`config.mk`:
```
export PLATFORM = sky130hd
export DESIGN_NAME = cmd_fanout_reg
export DESIGN_NICKNAME = d
export VERILOG_FILES = /design/src/rtl/fanout_pkg.sv /design/src/rtl/fanout_arm.sv /design/src/rtl/fanout_route.sv /design/src/rtl/hold_reg.sv /design/src/rtl/cmd_fanout_reg.sv
export SDC_FILE = /design/constraint.sdc
export NUM_CORES = 1
export LEC_CHECK = 0
export BUFFER_PORTS_ARGS = -buffer_cell sky130_fd_sc_hd__buf_2
export CAP_MARGIN = 40
export CORE_ASPECT_RATIO = 1.25
export CORE_MARGIN = 4
export CORE_UTILIZATION = 38
export DETAILED_ROUTE_END_ITERATION = 16
export MAX_ROUTING_LAYER = met4
export PLACE_DENSITY = 0.65
export SYNTH_ARGS = -nofsm -noshare
export SYNTH_HDL_FRONTEND = slang
export SYNTH_SLANG_ARGS = --single-unit
```
`constraint.sdc`:
```
create_clock -name clk -period 1.95 [get_ports clk]
set_input_delay 0.39 -clock clk [delete_from_list [all_inputs] [get_ports clk]]
set_output_delay 0.39 -clock clk [all_outputs]
set_load 0.05 [all_outputs]
```
`src/rtl/fanout_pkg.sv`:
```
package fanout_pkg;

  typedef enum logic [1:0] {
    MAP_DIRECT = 2'd0,
    MAP_LOW    = 2'd1,
    MAP_HIGH   = 2'd2
  } map_mode_e;

  function automatic map_mode_e decode_straps(input logic fanout, input logic upper);
    if (!fanout) return MAP_DIRECT;
    return upper ? MAP_HIGH : MAP_LOW;
  endfunction

  function automatic logic route_bit(input map_mode_e m, input logic lo_bit,
                                     input logic hi_bit, input logic direct_bit);
    case (m)
      MAP_DIRECT: return direct_bit;
      MAP_LOW:    return lo_bit;
      MAP_HIGH:   return hi_bit;
      default:    return 1'b0;
    endcase
  endfunction

endpackage

```
`src/rtl/fanout_arm.sv`:
```
module fanout_arm (
  input  logic clk,
  input  logic rst_n,
  output logic armed
);
  always_ff @(posedge clk or negedge rst_n) begin
    if (!rst_n) armed <= 1'b0;
    else        armed <= 1'b1;
  end
endmodule

```
`src/rtl/fanout_route.sv`:
```
module fanout_route
  import fanout_pkg::*;
#(
  parameter int WIDE_W   = 25,
  parameter int NARROW_W = 14
) (
  input  logic [WIDE_W-1:0]   din,
  input  map_mode_e           mode,
  output logic [NARROW_W-1:0] bank0,
  output logic [NARROW_W-1:0] bank1
);
  localparam int DIRECT_HI_W = WIDE_W - NARROW_W;

  for (genvar i = 0; i < NARROW_W; i++) begin : g_bit
    localparam int HI_IDX = WIDE_W - 1 - i;
    logic direct_hi;
    if (i < DIRECT_HI_W) begin : g_used
      assign direct_hi = din[NARROW_W + i];
    end else begin : g_spare
      assign direct_hi = 1'b0;
      always_comb begin
        if (mode == MAP_DIRECT) begin
          assert_spare_route_R4: assert (bank1[i] == 1'b0)
            else $error("spare bank1 bit %0d routed non-zero in direct mode", i);
        end
      end
    end
    assign bank0[i] = route_bit(mode, din[i], din[HI_IDX], din[i]);
    assign bank1[i] = route_bit(mode, din[i], din[HI_IDX], direct_hi);
  end
endmodule

```
`src/rtl/hold_reg.sv`:
```
module hold_reg #(
  parameter int W = 8
) (
  input  logic         clk,
  input  logic         rst_n,
  input  logic         en,
  input  logic [W-1:0] d,
  output logic [W-1:0] q
);
  always_ff @(posedge clk or negedge rst_n) begin
    if (!rst_n)  q <= '0;
    else if (en) q <= d;
  end

  assert_hold_R7: assert property (@(posedge clk) disable iff (!rst_n)
    !en |=> $stable(q))
    else $error("register changed while disabled");

  assert_load_R8: assert property (@(posedge clk) disable iff (!rst_n)
    en |=> (q == $past(d)))
    else $error("register missed a load");
endmodule

```
`src/rtl/cmd_fanout_reg.sv`:
```
module cmd_fanout_reg
  import fanout_pkg::*;
#(
  parameter int WIDE_W   = 25,
  parameter int NARROW_W = 14,
  parameter int CS_W     = 2
) (
  input  logic                clk,
  input  logic                rst_n,
  input  logic                strap_fanout,
  input  logic                strap_upper,
  input  logic [CS_W-1:0]     sel_n,
  input  logic [WIDE_W-1:0]   din,
  output logic [NARROW_W-1:0] q_bank0,
  output logic [NARROW_W-1:0] q_bank1,
  output logic [CS_W-1:0]     sel_q_n
);
  localparam int BANK_W      = 2 * NARROW_W;
  localparam int DIRECT_HI_W = WIDE_W - NARROW_W;

  function automatic logic [NARROW_W-1:0] spare_mask_f();
    logic [NARROW_W-1:0] m;
    for (int i = 0; i < NARROW_W; i++) m[i] = (i >= DIRECT_HI_W);
    return m;
  endfunction

  localparam logic [NARROW_W-1:0] SPARE_MASK = spare_mask_f();

  map_mode_e           mode;
  logic                armed;
  logic                any_sel;
  logic                data_en;
  logic [NARROW_W-1:0] next0;
  logic [NARROW_W-1:0] next1;
  logic [BANK_W-1:0]   bank_q;

  assign mode    = decode_straps(strap_fanout, strap_upper);
  assign any_sel = ~(&sel_n);
  assign data_en = armed & any_sel;

  fanout_arm u_arm (
    .clk   (clk),
    .rst_n (rst_n),
    .armed (armed)
  );

  fanout_route #(.WIDE_W(WIDE_W), .NARROW_W(NARROW_W)) u_route (
    .din   (din),
    .mode  (mode),
    .bank0 (next0),
    .bank1 (next1)
  );

  hold_reg #(.W(BANK_W)) u_bank (
    .clk   (clk),
    .rst_n (rst_n),
    .en    (data_en),
    .d     ({next1, next0}),
    .q     (bank_q)
  );

  hold_reg #(.W(CS_W)) u_sel (
    .clk   (clk),
    .rst_n (rst_n),
    .en    (armed),
    .d     (sel_n),
    .q     (sel_q_n)
  );

  assign q_bank0 = bank_q[NARROW_W-1:0];
  assign q_bank1 = bank_q[BANK_W-1:NARROW_W] & ~((mode == MAP_DIRECT) ? SPARE_MASK : '0);

  always @(posedge clk) begin
    if (!rst_n) begin
      assert_reset_low_R1: assert (q_bank0 == '0 && q_bank1 == '0 && sel_q_n == '0)
        else $error("outputs not low during reset");
    end
  end

  assert_first_edge_R2: assert property (@(posedge clk) disable iff (!rst_n)
    !armed |=> (q_bank0 == '0 && q_bank1 == '0 && sel_q_n == '0))
    else $error("output moved on first edge after reset release");

  assert_direct_R3: assert property (@(posedge clk) disable iff (!rst_n)
    (data_en && mode == MAP_DIRECT) |=> (q_bank0 == $past(din[NARROW_W-1:0])))
    else $error("direct mode bank0 mismatch");

  assert_spare_low_R4: assert property (@(posedge clk) disable iff (!rst_n)
    !strap_fanout |-> ((q_bank1 & SPARE_MASK) == '0))
    else $error("spare outputs high in direct mode");

  assert_copy_R5: assert property (@(posedge clk) disable iff (!rst_n)
    (data_en && strap_fanout) |=> (!strap_fanout || q_bank0 == q_bank1))
    else $error("fan-out banks differ");

  assert_reverse_R6: assert property (@(posedge clk) disable iff (!rst_n)
    (data_en && mode == MAP_HIGH) |=> (q_bank0[0] == $past(din[WIDE_W-1])))
    else $error("high window bit order wrong");

  assert_sel_pass_R9: assert property (@(posedge clk) disable iff (!rst_n)
    armed |=> (sel_q_n == $past(sel_n)))
    else $error("select pass-through mismatch");
endmodule

```
==> results of run 1 <==
==> registers in the layout, summed over array words and instances (netlist names) <==
| name | flops |
|---|---|
| u_sel.q | 2 |
| u_arm.armed | 1 |
| u_bank.q | 28 |
==> placed cells by master, fill, tap and decap left out, drive strengths merged <==
cell type  instances
a31oi             14
o21ai              3
mux2               5
nand3              3
and3b              1
buf               64
nor2b              1
a21oi             11
a21boi             1
and2               1
nand2             27
dfrtp             31
nor2              27
a222oi             9
clkbuf             8
mux2i              1
inv                4
conb               1
==> cells by family (layout without fill, tap and decap cells) <==
logic type / Yosys count / after routing / share of synthesized area, %
compound gates: 38 / 38 / 15.7
buf+inv: 40 / 76 / 17.3
flops: 31 / 31 / 47.8
mux: 6 / 6 / 4.09
other cells: 1 / 1 / 0.231
simple gates: 60 / 60 / 14.9
==> area by class of cell <==
type | instances | share of cell area (%)
multi-input cells | 105 | 30.7
flip-flops and latches | 31 | 41.2
well taps | 56 | 3.72
repair buffers | 64 | 18.2
inverters | 4 | 0.798
clock buffers | 8 | 5.32
==> power groups by stage <==
stage | registers, mW | logic (mW) | clock network (mW)
final | 0.767 | 0.605 | 0.553
after global routing | 0.778 | 0.647 | 0.600
after CTS | 0.769 | 0.612 | 0.570
after detailed placement | 0.780 | 0.610 | 0
after global placement | 0.778 | 0.605 | 0
after floorplan | 0.785 | 0.537 | 0
==> layer usage <==
layer	global-route usage, %	vias to the layer above	wire [µm]
li1	-	650	-
met1	18.0	599	1480
met2	24.2	41	1830
met3	4.01	7	309
met4	7.32	0	79
met5	-	-	0
==> through the flow <==
stage	cells	hold slack (ns)	worst slack (ns)	util [%]
after floorplan	176	0.0944	0.356	-
after CTS	268	0.166	0.495	45.9
after global placement	260	0.460	0.525	43.5
final	268	0.145	0.496	45.9
after global routing	268	0.203	0.426	45.9
after detailed placement	260	0.470	0.499	43.5
==> final timing paths <==
check	startpoint	to	slack, ns	depth (start not counted)
max in group asynchronous	rst_n	u_bank.q[12]	1.36	1
max	strap_fanout	q_bank1[12]	0.50	4
min reg2reg	u_sel.q[0]	u_sel.q[0]	0.50	1
min in group clk	din[12]	u_bank.q[12]	0.35	2
min	rst_n	u_arm.armed	0.14	1
max reg2reg	u_arm.armed	u_bank.q[3]	0.67	4
==> results.yml, run 1 <==
outcome:
  outcome: "complete, no violations"
clocking:
  h-tree-depth: 2
  clk_pin_slew_ns: 0.06
  cts_buffers: 5
  ctsHoldBuffers: 0
  clock_latency_ns: 0.28
  cts_tree: "done"
  clockRootBuffer: "clkbuf_8"
  cts.repair.resized: 0
  cts_setup_buffers: 0
  clock_path_buffers: 2
  clock_sinks: 31
grt:
  antenna_found_initial: 0
  grt_util_all_layers_pct: 15.3
  gr-total-overflow: 0
  grt_max_degree: 32
  grt_pass1_wl_um: 5990
  grt_pass1_vias: 1262
sta:
  period_needed_ns: 1.45
  rsz0062_at_grt: "no"
  worstMarginPinSlew_ns: 0.689
  slew_headroom_pct: 54.1
  final-max-slew-violation-count: 0
  final-setup-viol-count: 0
  hold_violations: 0
  fin_skew_ns: 0.00330
  finalSetupTns_ns: 0
  fmax_mhz: 688
  final.period_utilization_pct: 74.6
pwr:
  power_frac_seq_pct: 39.8
  p_sw_share_pct: 37.4
  ir_worst_vdd_uv: 547
  pwr-share-clk_pct: 28.7
  comb_power_share_pct: 31.4
  total_power_mw: 1.92
  power_density_mw_per_mm2: 1020
  p_leak_nw: 0.894
  p_int_mw: 1.20
  switching_power_uw: 720
setup_path:
  worstPathCellList: "buf_2 > inv_2 > nor2_1 > buf_2"
  cp-end-kind: "output pin"
  critPathMaxFanout: 13
  cp.required_ns: 1.56
  critical_path_class: "primary input to output pin"
  cpPeakStageDelay_ns: 0.26
  cp-start-kind: "primary input"
  cp_top_family: "buffers and inverters"
  crit_slowest_cell: "buf_2"
  cp.arrival_ns: 1.06
  cp_common_cell: "buf_2"
  worstPathBufferInverterCount: 3
yosys:
  synthDominantCellAreaShare_pct: 47.8
  yosysSeqAreaShare_pct: 47.8
  synth_area_mm2: 0.00162
  synth_cell_types: 20
  syn_area_per_cell_um2: 9.22
  synth_edf_count: 0
  async_flop_share_pct: 100
  yosysMostFrequentCell: "dfrtp_1"
  synth-main-ff-cell: "dfrtp_1"
  syn-num-nets: 207
  synthTopCellsByCount: "dfrtp_1, buf_4, nand2_1, nor2_1, a31oi_1"
  synth_area_leaders: "dfrtp_1, buf_4, nand2_1, nor2_1, a222oi_1"
  syn-instance-count: 176
  synthDominantAreaCellType: "dfrtp_1"
  yosys_warnings: 0
  synth_seq_cells: 31
route:
  avgRoutedWirePerCell_um: 13.8
  drc_errors: 0
  detail-route-antenna-nets: 0
  wl_um: 3690
  vias: 1297
  drt_pre_antenna_iters: 4
  drt-initial-drc-count: 67
  routed_via_density: 4.84
final_layout:
  final_area_mm2: 0.00188
  area_growth_pct: 16.0
  nFillCells: 434
  multi_input_area_um2: 578
  drive_above_1_share_pct: 37.3
  fin_nets: 242
  ff_latch_area_um2: 776
  antenna_cells: 0
placed_design:
  place_area_mm2: 0.00178
  gp_congestion: 0.902
  portBuffers: 60
  dp_hpwl_um: 2800
floorplanning:
  io_pins: 61
  design.die.area_mm2: 0.00539
  dieHeight_um: 81.1
  die_x_um: 66.5
  core_area_mm2: 0.00410
  row_count: 26
  start_util_pct: 39.6
hold_path:
  hp-class: "primary input to asynchronous set/reset pin"
job:
  cap_viol_max_count: 0
Power figures use the tool's default switching activity.
==> inputs of run 2 (changes only) <==
--- a/config.mk
+++ b/config.mk
@@ -12,7 +12,7 @@
 export CORE_UTILIZATION = 38
 export DETAILED_ROUTE_END_ITERATION = 16
 export MAX_ROUTING_LAYER = met4
-export PLACE_DENSITY = 0.65
+export PLACE_DENSITY = 0.68
 export SYNTH_ARGS = -nofsm -noshare
 export SYNTH_HDL_FRONTEND = slang
 export SYNTH_SLANG_ARGS = --single-unit
==> constraint.sdc (replaced) <==
create_clock -name clk -period 1.3 [get_ports clk]
set_input_delay 0.26 -clock clk [delete_from_list [all_inputs] [get_ports clk]]
set_output_delay 0.26 -clock clk [all_outputs]
set_load 0.05 [all_outputs]
==> run 2 against run 1 <==
  * Die area unchanged
  * Global-route usage down 0.46 points
  * Worst setup slack worse by 0.43 ns
  * Register-to-register slack worse by 0.56 ns
  * Sequential share of layout area down 2.3 points
  * Via count up 3.9%
  * First-iteration DRC count up 21%
  * Design area up 6.0%
  * Sequential power up 50%
  * Total power up 61%
==> results.yml, run 2 (synthesis gave the netlist of run 1 again) <==
placed_design:
  portBuffers: 60
  dp_slack_ns: 0.0226
  gp_congestion: 0.973
  dp_hpwl_um: 2820
final_layout:
  largest_reg_flops: 28
  area_growth_pct: 22.9
  nFillCells: 404
  final_cell_mix: "buf_2, dfrtp_1, nor2_1, nand2_1, a31oi_1"
  reg_top3: "u_bank.q x28, u_sel.q x2, u_arm.armed x1"
  ff_latch_area_um2: 776
  antenna_cells: 0
  fin_nets: 249
  multi_input_area_um2: 578
  final_common_cell: "buf_2"
  drive_above_1_share_pct: 39.3
  regMostFlops: "u_bank.q"
floorplanning:
  design.die.area_mm2: 0.00539
  die_x_um: 66.5
  row_count: 26
  start_util_pct: 39.6
  core_area_mm2: 0.00410
  dieHeight_um: 81.1
  io_pins: 61
route:
  wl_um: 3940
  drc_errors: 0
  route.met3.wl_um: 187
  detail-route-antenna-nets: 0
  vias: 1347
  wirelength_met1_um: 1630
  dr_wl_met2_um: 1990
  avgRoutedWirePerCell_um: 14.3
  drt_pre_antenna_iters: 5
  drt-initial-drc-count: 81
  routed_via_density: 4.90
  top_layer: "met4"
clocking:
  clk_pin_slew_ns: 0.06
  clock_latency_ns: 0.28
  clockRootBuffer: "clkbuf_8"
  cts_tree: "done"
  clock_path_buffers: 2
  clock_sinks: 31
  h-tree-depth: 2
  cts_buffers: 5
sta:
  period_needed_ns: 1.23
  fmax_mhz: 811
  worst_slack_ns: 0.0669
  fin_skew_ns: 0.00413
  final-setup-viol-count: 0
  finalSetupTns_ns: 0
  final-max-slew-violation-count: 0
  rsz0062_at_grt: "no"
  hold_violations: 0
  final.period_utilization_pct: 94.9
grt:
  grt_util_all_layers_pct: 14.8
  grt_pass1_vias: 1255
  antenna_found_initial: 0
  gr-total-overflow: 0
  grt_pass1_wl_um: 5820
  grt_max_degree: 44
pwr:
  pwr-share-clk_pct: 32.1
  power_frac_seq_pct: 37.2
  power_density_mw_per_mm2: 1550
  ir_worst_vdd_uv: 739
  p_sw_share_pct: 36.1
  comb_power_share_pct: 30.7
  p_leak_nw: 0.950
  switching_power_mw: 1.12
  p_int_mw: 1.97
setup_path:
  cp_num_cells: 3
  cp.arrival_ns: 0.97
  cp-end-kind: "output pin"
  cp-start-kind: "register"
  critical_path_class: "register to output pin"
  cp.required_ns: 1.04
  cpPeakStageDelay_ns: 0.32
  cp_top_family: "flip-flops"
  worstPathBufferInverterCount: 2
  critPathMaxFanout: 2
  crit_slowest_cell: "dfrtp_1"
  worstPathCellList: "inv_1 > nor2_1 > buf_2"
  worst_r2r_path_depth: 3
job:
  cap_viol_max_count: 0
hold_path:
  worstHoldPathCells: 2
  hp-class: "primary input to register"
outcome:
  outcome: "complete, no violations"
==> run 2: changes by cell type in the layout (fill, tap and decap cells not counted), sizes merged <==
cell,previous run,this run
buf,64,66
clkbuf,8,10
bufinv,0,1
clkinv,0,1
dlygate4sd3,0,1
==> run 2: cell type report <==
cell class,instances,share of cell area (%)
inverter,4,0.753
sequential,31,38.9
timing repair buffer,71,22.0
multi-input combinational,105,29.0
clock inverter,2,1.76
clock buffer,6,4.14
tap,56,3.51
==> run 2: final timing paths <==
kind                                   start           end  slack (ns)
worst max-delay path            u_bank.q[26]   q_bank1[12]        0.07
worst min-delay path                 din[12]  u_bank.q[12]        0.23
worst max register to register   u_arm.armed  u_bank.q[12]        0.11
worst min register to register    u_sel.q[0]    u_sel.q[0]        0.50
max in group asynchronous              rst_n  u_bank.q[21]        0.50
min in group asynchronous              rst_n  u_bank.q[23]        0.52
==> run 2: timing repair <==
action / in CTS / in global routing
hold buffers: 1 / 0
endpoints found under the setup margin: 0 / 6
resized for setup: 0 / 2
buffers inserted: 0 / 3
hold endpoints to repair: 31 / 0
==> run 2: power by group through the flow <==
stage / registers, mW / logic, mW / clock network [mW]
detailed placement: 1.17 / 0.917 / 0
global route: 1.17 / 1.01 / 1.04
finish: 1.15 / 0.950 / 0.991
floorplan: 1.18 / 0.805 / 0
CTS: 1.15 / 0.921 / 1.00
global placement: 1.17 / 0.911 / 0
==> run 2: metrics by stage <==
step	cell area (µm²)	power [mW]	cells	util, %	hold WS (ns)
floorplan	1620	1.98	176	-	-0.0356
global placement	1790	2.08	261	43.7	0.293
detailed placement	1790	2.09	261	43.7	0.301
CTS	1920	3.07	270	46.8	0.226
global route	1990	3.23	275	48.7	0.237
finish	1990	3.09	275	48.7	0.230
==> run 2: routing by layer <==
metal,vias to the layer above,track usage (%)
met5,-,-
met4,0,8.54
met3,9,4.01
met2,35,23.3
met1,637,16.9
li1,666,-
